`config.mk`:
```
export PLATFORM = sky130hd
export DESIGN_NAME = adc_serial_port
export DESIGN_NICKNAME = d
export VERILOG_FILES = /design/src/rtl/adc_serial_port.sv
export SDC_FILE = /design/constraint.sdc
export NUM_CORES = 1
export LEC_CHECK = 0
export BUFFER_PORTS_ARGS = -buffer_cell sky130_fd_sc_hd__buf_4
export CORE_ASPECT_RATIO = 1.25
export CORE_MARGIN = 2
export CORE_UTILIZATION = 35
export DETAILED_ROUTE_END_ITERATION = 12
export SLEW_MARGIN = 20
export SYNTH_ARGS = -nofsm -noshare
export SYNTH_HDL_FRONTEND = slang
export SYNTH_SLANG_ARGS = --single-unit
```
`constraint.sdc`:
```
create_clock -name clk -period 2.9 [get_ports clk]
set_input_delay 0.58 -clock clk [delete_from_list [all_inputs] [get_ports clk]]
set_output_delay 0.58 -clock clk [all_outputs]
set_load 0.01 [all_outputs]
```
`src/rtl/adc_serial_port.sv`:
```
module adc_serial_port #(
  parameter int EOC_CYC  = 1200,
  parameter int SCK_HALF = 4,
  parameter int TEST_NUM = 36,
  parameter int TEST_DEN = 10
) (
  input  logic        clk,
  input  logic        rst_n,
  input  logic        cs_n,
  input  logic        sck_in,
  input  logic        sdi,
  input  logic        conv_done,
  input  logic [29:0] conv_res,
  input  logic        osc_tick,
  input  logic        ext_osc,
  output logic        sck_out,
  output logic        sck_oe,
  output logic        sck_pu,
  output logic        sdo,
  output logic        sdo_oe,
  output logic        start_conv,
  output logic        cfg_en,
  output logic        cfg_sgl,
  output logic        cfg_odd,
  output logic [2:0]  cfg_addr,
  output logic        cfg_en2,
  output logic        cfg_im,
  output logic        cfg_fa,
  output logic        cfg_fb,
  output logic        cfg_spd
);
  localparam int TW = (EOC_CYC > 1) ? $clog2(EOC_CYC) : 1;
  localparam int HW = (SCK_HALF > 1) ? $clog2(SCK_HALF) : 1;
  localparam int AW = $clog2(TEST_NUM + TEST_DEN + 1);

  logic          cs_q, sck_q, int_mode, eoc, gen_on, gen_sck, start_q;
  logic [TW-1:0] tmr;
  logic [HW-1:0] hcnt;
  logic [AW-1:0] acc;
  logic [31:0]   sr;
  logic [29:0]   res_q;
  logic [10:0]   rx, cfg_q;
  logic [4:0]    cnt;

  logic cs_fall, act, sck_rise, sck_fall, last, wait_on, acc_hit;

  assign cs_fall  = cs_q & ~cs_n;
  assign act      = ~cs_n & ~cs_q & ~eoc & (~int_mode | gen_on);
  assign sck_rise = act & sck_in & ~sck_q;
  assign sck_fall = act & ~sck_in & sck_q;
  assign last     = sck_fall & (cnt == 5'd31);
  assign wait_on  = int_mode & ~cs_n & ~cs_q & ~eoc & ~gen_on;
  assign acc_hit  = (int'(acc) + TEST_DEN) >= TEST_NUM;

  // pad control and interval timing
  always_ff @(posedge clk) begin
    if (!rst_n) begin
      cs_q     <= 1'b1;
      sck_q    <= 1'b1;
      int_mode <= 1'b0;
      gen_on   <= 1'b0;
      gen_sck  <= 1'b0;
      tmr      <= '0;
      acc      <= '0;
      hcnt     <= '0;
    end else begin
      cs_q  <= cs_n;
      sck_q <= sck_in;
      if (cs_fall) begin
        int_mode <= sck_in;
        tmr      <= '0;
        acc      <= '0;
      end else if (wait_on) begin
        if (ext_osc) begin
          if (osc_tick) begin
            if (acc_hit) begin
              gen_on  <= 1'b1;
              gen_sck <= 1'b1;
              hcnt    <= '0;
            end else begin
              acc <= acc + AW'(TEST_DEN);
            end
          end
        end else if (tmr == TW'(EOC_CYC - 1)) begin
          gen_on  <= 1'b1;
          gen_sck <= 1'b1;
          hcnt    <= '0;
        end else begin
          tmr <= tmr + 1'b1;
        end
      end
      if (gen_on) begin
        if (cs_n || eoc) begin
          gen_on  <= 1'b0;
          gen_sck <= 1'b0;
        end else if (hcnt == HW'(SCK_HALF - 1)) begin
          hcnt    <= '0;
          gen_sck <= ~gen_sck;
        end else begin
          hcnt <= hcnt + 1'b1;
        end
      end
    end
  end

  // result holding, shifting and configuration capture
  always_ff @(posedge clk) begin
    if (!rst_n) begin
      eoc     <= 1'b1;
      sr      <= '0;
      res_q   <= '0;
      cnt     <= '0;
      rx      <= '0;
      cfg_q   <= '0;
      start_q <= 1'b0;
    end else begin
      start_q <= last;
      if (conv_done && eoc) begin
        res_q <= conv_res;
        sr    <= {2'b00, conv_res};
        eoc   <= 1'b0;
        cnt   <= '0;
      end else if (cs_fall && !eoc) begin
        sr  <= {2'b00, res_q};
        cnt <= '0;
      end else if (sck_fall) begin
        sr  <= {sr[30:0], 1'b0};
        cnt <= cnt + 1'b1;
        if (last) begin
          eoc   <= 1'b1;
          cfg_q <= rx;
        end
      end
      if (sck_rise && cnt >= 5'd2 && cnt <= 5'd12)
        rx <= {rx[9:0], sdi};
    end
  end

  assign sdo        = eoc | sr[31];
  assign sdo_oe     = ~cs_n;
  assign sck_oe     = int_mode & ~cs_n & ~cs_q;
  assign sck_out    = gen_sck;
  assign sck_pu     = cs_q;
  assign start_conv = start_q;
  assign {cfg_en, cfg_sgl, cfg_odd, cfg_addr, cfg_en2, cfg_im, cfg_fa, cfg_fb, cfg_spd} = cfg_q;

  p_done_load_r3: assert property (@(posedge clk) disable iff (!rst_n)
    (conv_done && eoc) |=> (!eoc && !sdo));

  p_pulse_r6: assert property (@(posedge clk) disable iff (!rst_n)
    start_conv |=> !start_conv);

  p_end_eoc_r6: assert property (@(posedge clk) disable iff (!rst_n)
    start_conv |-> (eoc && sdo));

  p_cfg_hold_r7: assert property (@(posedge clk) disable iff (!rst_n)
    !start_conv |-> $stable(cfg_q));

  p_busy_ignore_r12: assert property (@(posedge clk) disable iff (!rst_n)
    (eoc && !conv_done) |=> $stable(sr));
endmodule

```
* Yosys cells after proc, flatten, opt, wreduce, memory -nomap -nowiden
Index checks and enable logic that the tools add are counted.
** Word-level totals
- Word-level logic and storage cells :: 105
- Register bits after elaboration :: 115
- Output and inout port bits :: 17
- Bits of input ports :: 38
** Cells by class
- Mux-type cells :: 33
- $lt $le $gt $ge :: 3
- Eq/ne operators :: 4
- Reduce and logical (&&, ||, !) cells :: 15
- Bitwise gates (word level) :: 29
- Add/subtract/negate cells :: 5
** Operators by type and width (count)
- 30-bit two-way mux :: 3
- 1-bit two-way mux :: 21
- 2-bit two-way mux :: 9
- 1-bit NOT :: 14
- 1-bit bitwise AND :: 13
- 11-bit by 1-bit adder with 11-bit output, second input constant :: 1
- 11-bit == test, second input constant :: 1
- 4-bit AND reduction :: 2
- 6-bit by 4-bit adder with 7-bit output, second input constant :: 1
- 7-bit by 6-bit >= comparator with 1-bit output, second input constant :: 1
- 6-bit by 4-bit adder with 6-bit output, second input constant :: 1
- 3-bit AND reduction :: 2
- 5-bit by 1-bit adder with 5-bit output, second input constant :: 1
- 5-bit == test, second input constant :: 1
- 5-bit by 2-bit >= comparator with 1-bit output, second input constant :: 1
- 5-bit by 4-bit <= comparator with 1-bit output, second input constant :: 1
- 1-bit logical AND :: 4
- 2-bit nonzero test :: 2
- 3-bit nonzero test :: 1
- 3-bit OR reduction :: 1
- 2-bit by 1-bit adder with 2-bit output, second input constant :: 1
- 2-bit == test, second input constant :: 1
- 2-bit != test, second input constant :: 1
- 1-bit bitwise OR :: 2
- 3 further kinds :: 3

* Depth between registers and ports, before layout
- Depth after elaboration :: 11
- Gate-level depth with buffers :: 9
- Depth with buffers taken out :: 7

* Worst setup path after synthesis
OpenSTA, ideal clock, no wires.
- Path type :: input to register
- Start point :: in cs_n
- End point :: reg sr[19]
- Stages :: 6
- Buffers on the path :: 2
- Required time :: 2.759 ns
- Data arrival time :: 1.739 ns
- Path slack :: 1.020 ns
- Setup time :: 0.141 ns
- Cell sequence :: or2_4 nor4_4 nand2b_1 buf_4 buf_2 a311oi_2
** On the way
- Word-level cells in the longest chain between the ends :: 7
- Elaborated cells on any way between the ends :: 11
- Classes of those cells :: 2 x mux; 7 x bitwise; 2 x reduce/logical
** Ends and longest elaborated chain
- start: declaration :: line 9 : input logic cs_n,
- 1-bit NOT (*) :: line 47, 48
- 1-bit bitwise AND (3 in a row) :: line 48 : assign act = ~cs_n & ~cs_q & ~eoc & (~int_mode | gen_on);
- 1-bit bitwise AND (2 in a row) :: line 50 : assign sck_fall = act & ~sck_in & sck_q;
- 3-bit nonzero test (no line)
- end signal: assignment :: line 120 : sr <= {2'b00, conv_res};
- end signal: assignment :: line 124 : sr <= {2'b00, res_q};
- end signal: assignment :: line 127 : sr <= {sr[30:0], 1'b0};
- end: declaration :: line 40 : logic [31:0] sr;
Every way passes the cells marked *; elsewhere a longest branch is shown, timed or not.
A chain may end at the register's enable or synchronous reset.

* Worst setup path after layout
- Start point :: reg eoc
- End point :: reg sr[22]
** On the way
- Word-level cells in the longest chain between the ends :: 6
- Elaborated cells on any way between the ends :: 11
- Classes of those cells :: 2 x mux; 5 x bitwise; 4 x reduce/logical
** Ends and longest elaborated chain
- start: declaration :: line 36 : logic cs_q, sck_q, int_mode, eoc, gen_on, gen_sck, start_q;
- start signal: assignment :: line 109 : eoc <= 1'b1;
- start signal: assignment :: line 121 : eoc <= 1'b0;
- start signal: assignment :: line 130 : eoc <= 1'b1;
- 1-bit NOT :: line 48
- 1-bit bitwise AND (2 in a row) :: line 48
- 1-bit bitwise AND (2 in a row) :: line 50
- 3-bit nonzero test (no line)
Several ways; a longest one is shown, not always the timed one.

==> summary.md <==
| Metric | Value |
|---|---|
| Status | finished, final reports clean |
| Worst slew pin tran | 0.9780 ns |
| H-tree depth | 4 |
| Post-CTS Resized | 0 |
| Largest net degree at the start of global routing | 58 |
| Clock group share of total power | 0.485 |
| Met2 Track Usage GR | 0.2607 |
| Hold Path Class | primary input to register |
| WL final | 11080 um |
| Crit Path Category | register to register |
| DRC errors left | 0 |
| Slowest cell on the critical path | dfxtp_1 |
| Share of power burned in registers | 0.433 |
| Antenna Nets Post-Route | 0 |
| Critical Path End Type | register |
| Synth Register Bits | 114 |
| Grt met1 use | 0.1806 |
| Starting Density | 0.3583 |
| Die area | 15120 sq um |
| RSZ-0062 raised after global routing | no |
| Routed via count | 4119 |
| Max-slew headroom | 0.3480 |
| Clock-pin slew on the worst setup and hold paths | 0.05 ns |
| Antenna violations before repair | 0 |
| Final setup fails | 0 |
| Final HPWL DP | 7342 um |
| Final #Nets | 656 |
| TritonCTS clock tree | yes |
| Total core area | 13810 sq um |
| Multi-input logic area | 2471 sq um |
| Vias in the first global route | 4002 |
| Max IR drop VDD | 439.0 uV |
| Synth Instances | 570 |
| CP cell instances | or2_4, nor4_4, nand2b_2, buf_12, nor2_1, a311oi_2 |
| CP top delay family | simple AND/OR/NAND/NOR gates |
| Die width | 110.4 um |
| Critical Path AT | 2.42 ns |
| Die Span Y | 137.0 um |
| Drt pass-1 iters | 4 |
| Gpl congestion | 0.7270 |
| Initial DRC count | 156 |
| CTS sink cnt | 114 |
| EDFF count, synth | 0 |
| Ys flop type | dfxtp_1 |
| Sequential Area | 2282 sq um |
| Final min period | 2.118 ns |
| Post-DR vias/cell | 5.175 |
| Warnings from Yosys | 0 |
| Drt wl/cell | 13.92 um |
| Most frequent cells in the layout | nand2_1 (115), dfxtp_1 (114), nor2_1 (61), buf_4 (61), a21oi_1 (33) |
| Ys async rst share | 0 |
| Fillers | 1416 |
| CP max FO | 57 |
| Gr busiest metal | met2 |
| Post-CTS Setup Inserts | 0 |
| Seq/Total Area, Yosys | 0.4611 |
| Internal | 2.986 mW |
| Yosys top cell area share | 0.4611 |
| Total power | 3.870 mW |
| Psw | 0.8838 mW |
| Final hold viol count | 0 |
| GRT Total Usage | 0.1552 |
| Pleak | 2.189 nW |
| Clk root buf | clkbuf_16 |
| Avg Cell Area, Syn | 8.684 sq um |
| Post-Syn Nets | 615 |
| First-pass GRT wire length | 18310 um |
| Share of layout cells above drive strength 1 | 0.1820 |
| I/O pin count | 55 |
| Netlist cell types | 50 |
| Clk buf depth | 2 |
| # hold bufs at CTS | 0 |
| PwrDens | 644.2 nW/um^2 |
| Crit path largest cell delay | 0.41 ns |
| Crit path buf inv count | 1 |
| Ant diodes | 0 |
| Slew Limit Fails | 0 |
| Final Skew | 0.008214 ns |
| CTS buffer count | 17 |
| Synth area leaders | dfxtp_1 (46%), nand2_1 (8.7%), nor2_1 (4.7%) |
| F_max | 472.1 MHz |
| Post-route cell area | 6007 sq um |
| Max Cap Viol | 0 |
| Congestion Overflow GR | 0 |
| Layout area overhead | 21.36% |
| Switching share of total power | 0.2284 |
| Grt met3 use | 0.05190 |
| Rows | 48 |
| Placed Cells | 767 |
| Port Buffers | 54 |
| Fin crit share | 0.7304 |
| Commonest non-fill, non-tap cell in the layout | nand2_1 |
| Post-DP Area | 5473 sq um |
| Total negative slack | 0 ns |
| Worst setup SP type | register |
| Fin cells | 796 |
| Most area-hungry cell type in the Yosys netlist | dfxtp_1 |
| Clk_lat worst skew | 0.40 ns |
| Cell area after synthesis | 4950 sq um |
| Data required time at the worst endpoint | 3.20 ns |
| Comb pwr share | 0.082 |
## power by group through the flow
stage	clock network [mW]	logic [mW]	registers [mW]
2_1_floorplan	0	0.222	1.69
6_report	1.88	0.316	1.68
3_5_place_dp	0	0.320	1.71
3_3_place_gp	0	0.307	1.70
5_1_grt	1.99	0.356	1.68
4_1_cts	1.92	0.321	1.67
## cell usage after synthesis (6+ instances only)
| cell | n |
|---|---|
| nand2_1 | 115 |
| clkbuf_1 | 27 |
| nor2_1 | 62 |
| ha_1 | 7 |
| dfxtp_1 | 114 |
| a311oi_2 | 10 |
| nand3_1 | 18 |
| a21boi_0 | 21 |
| a22oi_1 | 28 |
| xor2_1 | 6 |
| mux2i_1 | 17 |
| buf_2 | 7 |
| o21ai_0 | 11 |
| a311oi_1 | 18 |
| a21oi_1 | 33 |
| xnor2_1 | 6 |
| nand2b_1 | 6 |
## metal layers
metal	share of wire	routed length, um
met5	0	0
met4	0.012	134
met3	0.047	526
met2	0.51	5609
met1	0.43	4809
## cell type report
class                   count  share of cell area
inverters                   6            0.003749
multi-input cells         410              0.4114
repair buffers             62             0.07957
clock buffers              22             0.07894
well taps                 175             0.03645
flip-flops and latches    114              0.3799
clock inverters             7            0.009998
## cells by family (layout without fill, tap and decap cells)
kind of cell	count (synthesis)	in the layout	share of synthesized area
buffers and inverters	46	97	0.04196
multiplexers	18	18	0.03665
XOR/XNOR	12	12	0.02123
flip-flops	114	114	0.4611
AO/OA/AOI/OAI	133	133	0.2005
adder cells (fa/ha/maj)	7	7	0.01769
AND/OR/NAND/NOR	240	240	0.2209
## sequential cells by signal, indices dropped and copies added, names as in the netlist
signal,flops
acc,5
cfg_q,11
cnt,5
eoc,1
gen_on,1
hcnt,2
int_mode,1
res_q,30
rx,11
sck_out,1
sck_pu,1
sck_q,1
sr,32
start_conv,1
tmr,11
## final timing paths
check        startpoint  endpoint  slack [ns]  depth (start not counted)
min              sck_in     sck_q        0.40                          2
max reg2reg         eoc    sr[22]        0.78                          6
min reg2reg    res_q[5]  res_q[5]        0.45                          2
max                 eoc    sr[22]        0.78                          6
## through the flow
stage / util / hold slack, ns / setup slack (ns)
final: 0.4349 / 0.3992 / 0.7818
after global routing: 0.4349 / 0.3941 / 0.6159
after CTS: 0.4349 / 0.3784 / 0.7584
after detailed placement: 0.3962 / 0.4467 / 0.5418
after global placement: 0.3962 / 0.4417 / 0.6363
after floorplan: - / 0.4316 / 1.020
## worst reg2reg max path, cell delays in order (launching register included)
cell and delay (ns):
dfxtp_1 0.41, or2_4 0.34, nor4_4 0.41, nand2b_2 0.23, buf_12 0.25, nor2_1 0.12, a311oi_2 0.26
No activity file was read; power rests on OpenSTA's default activity.
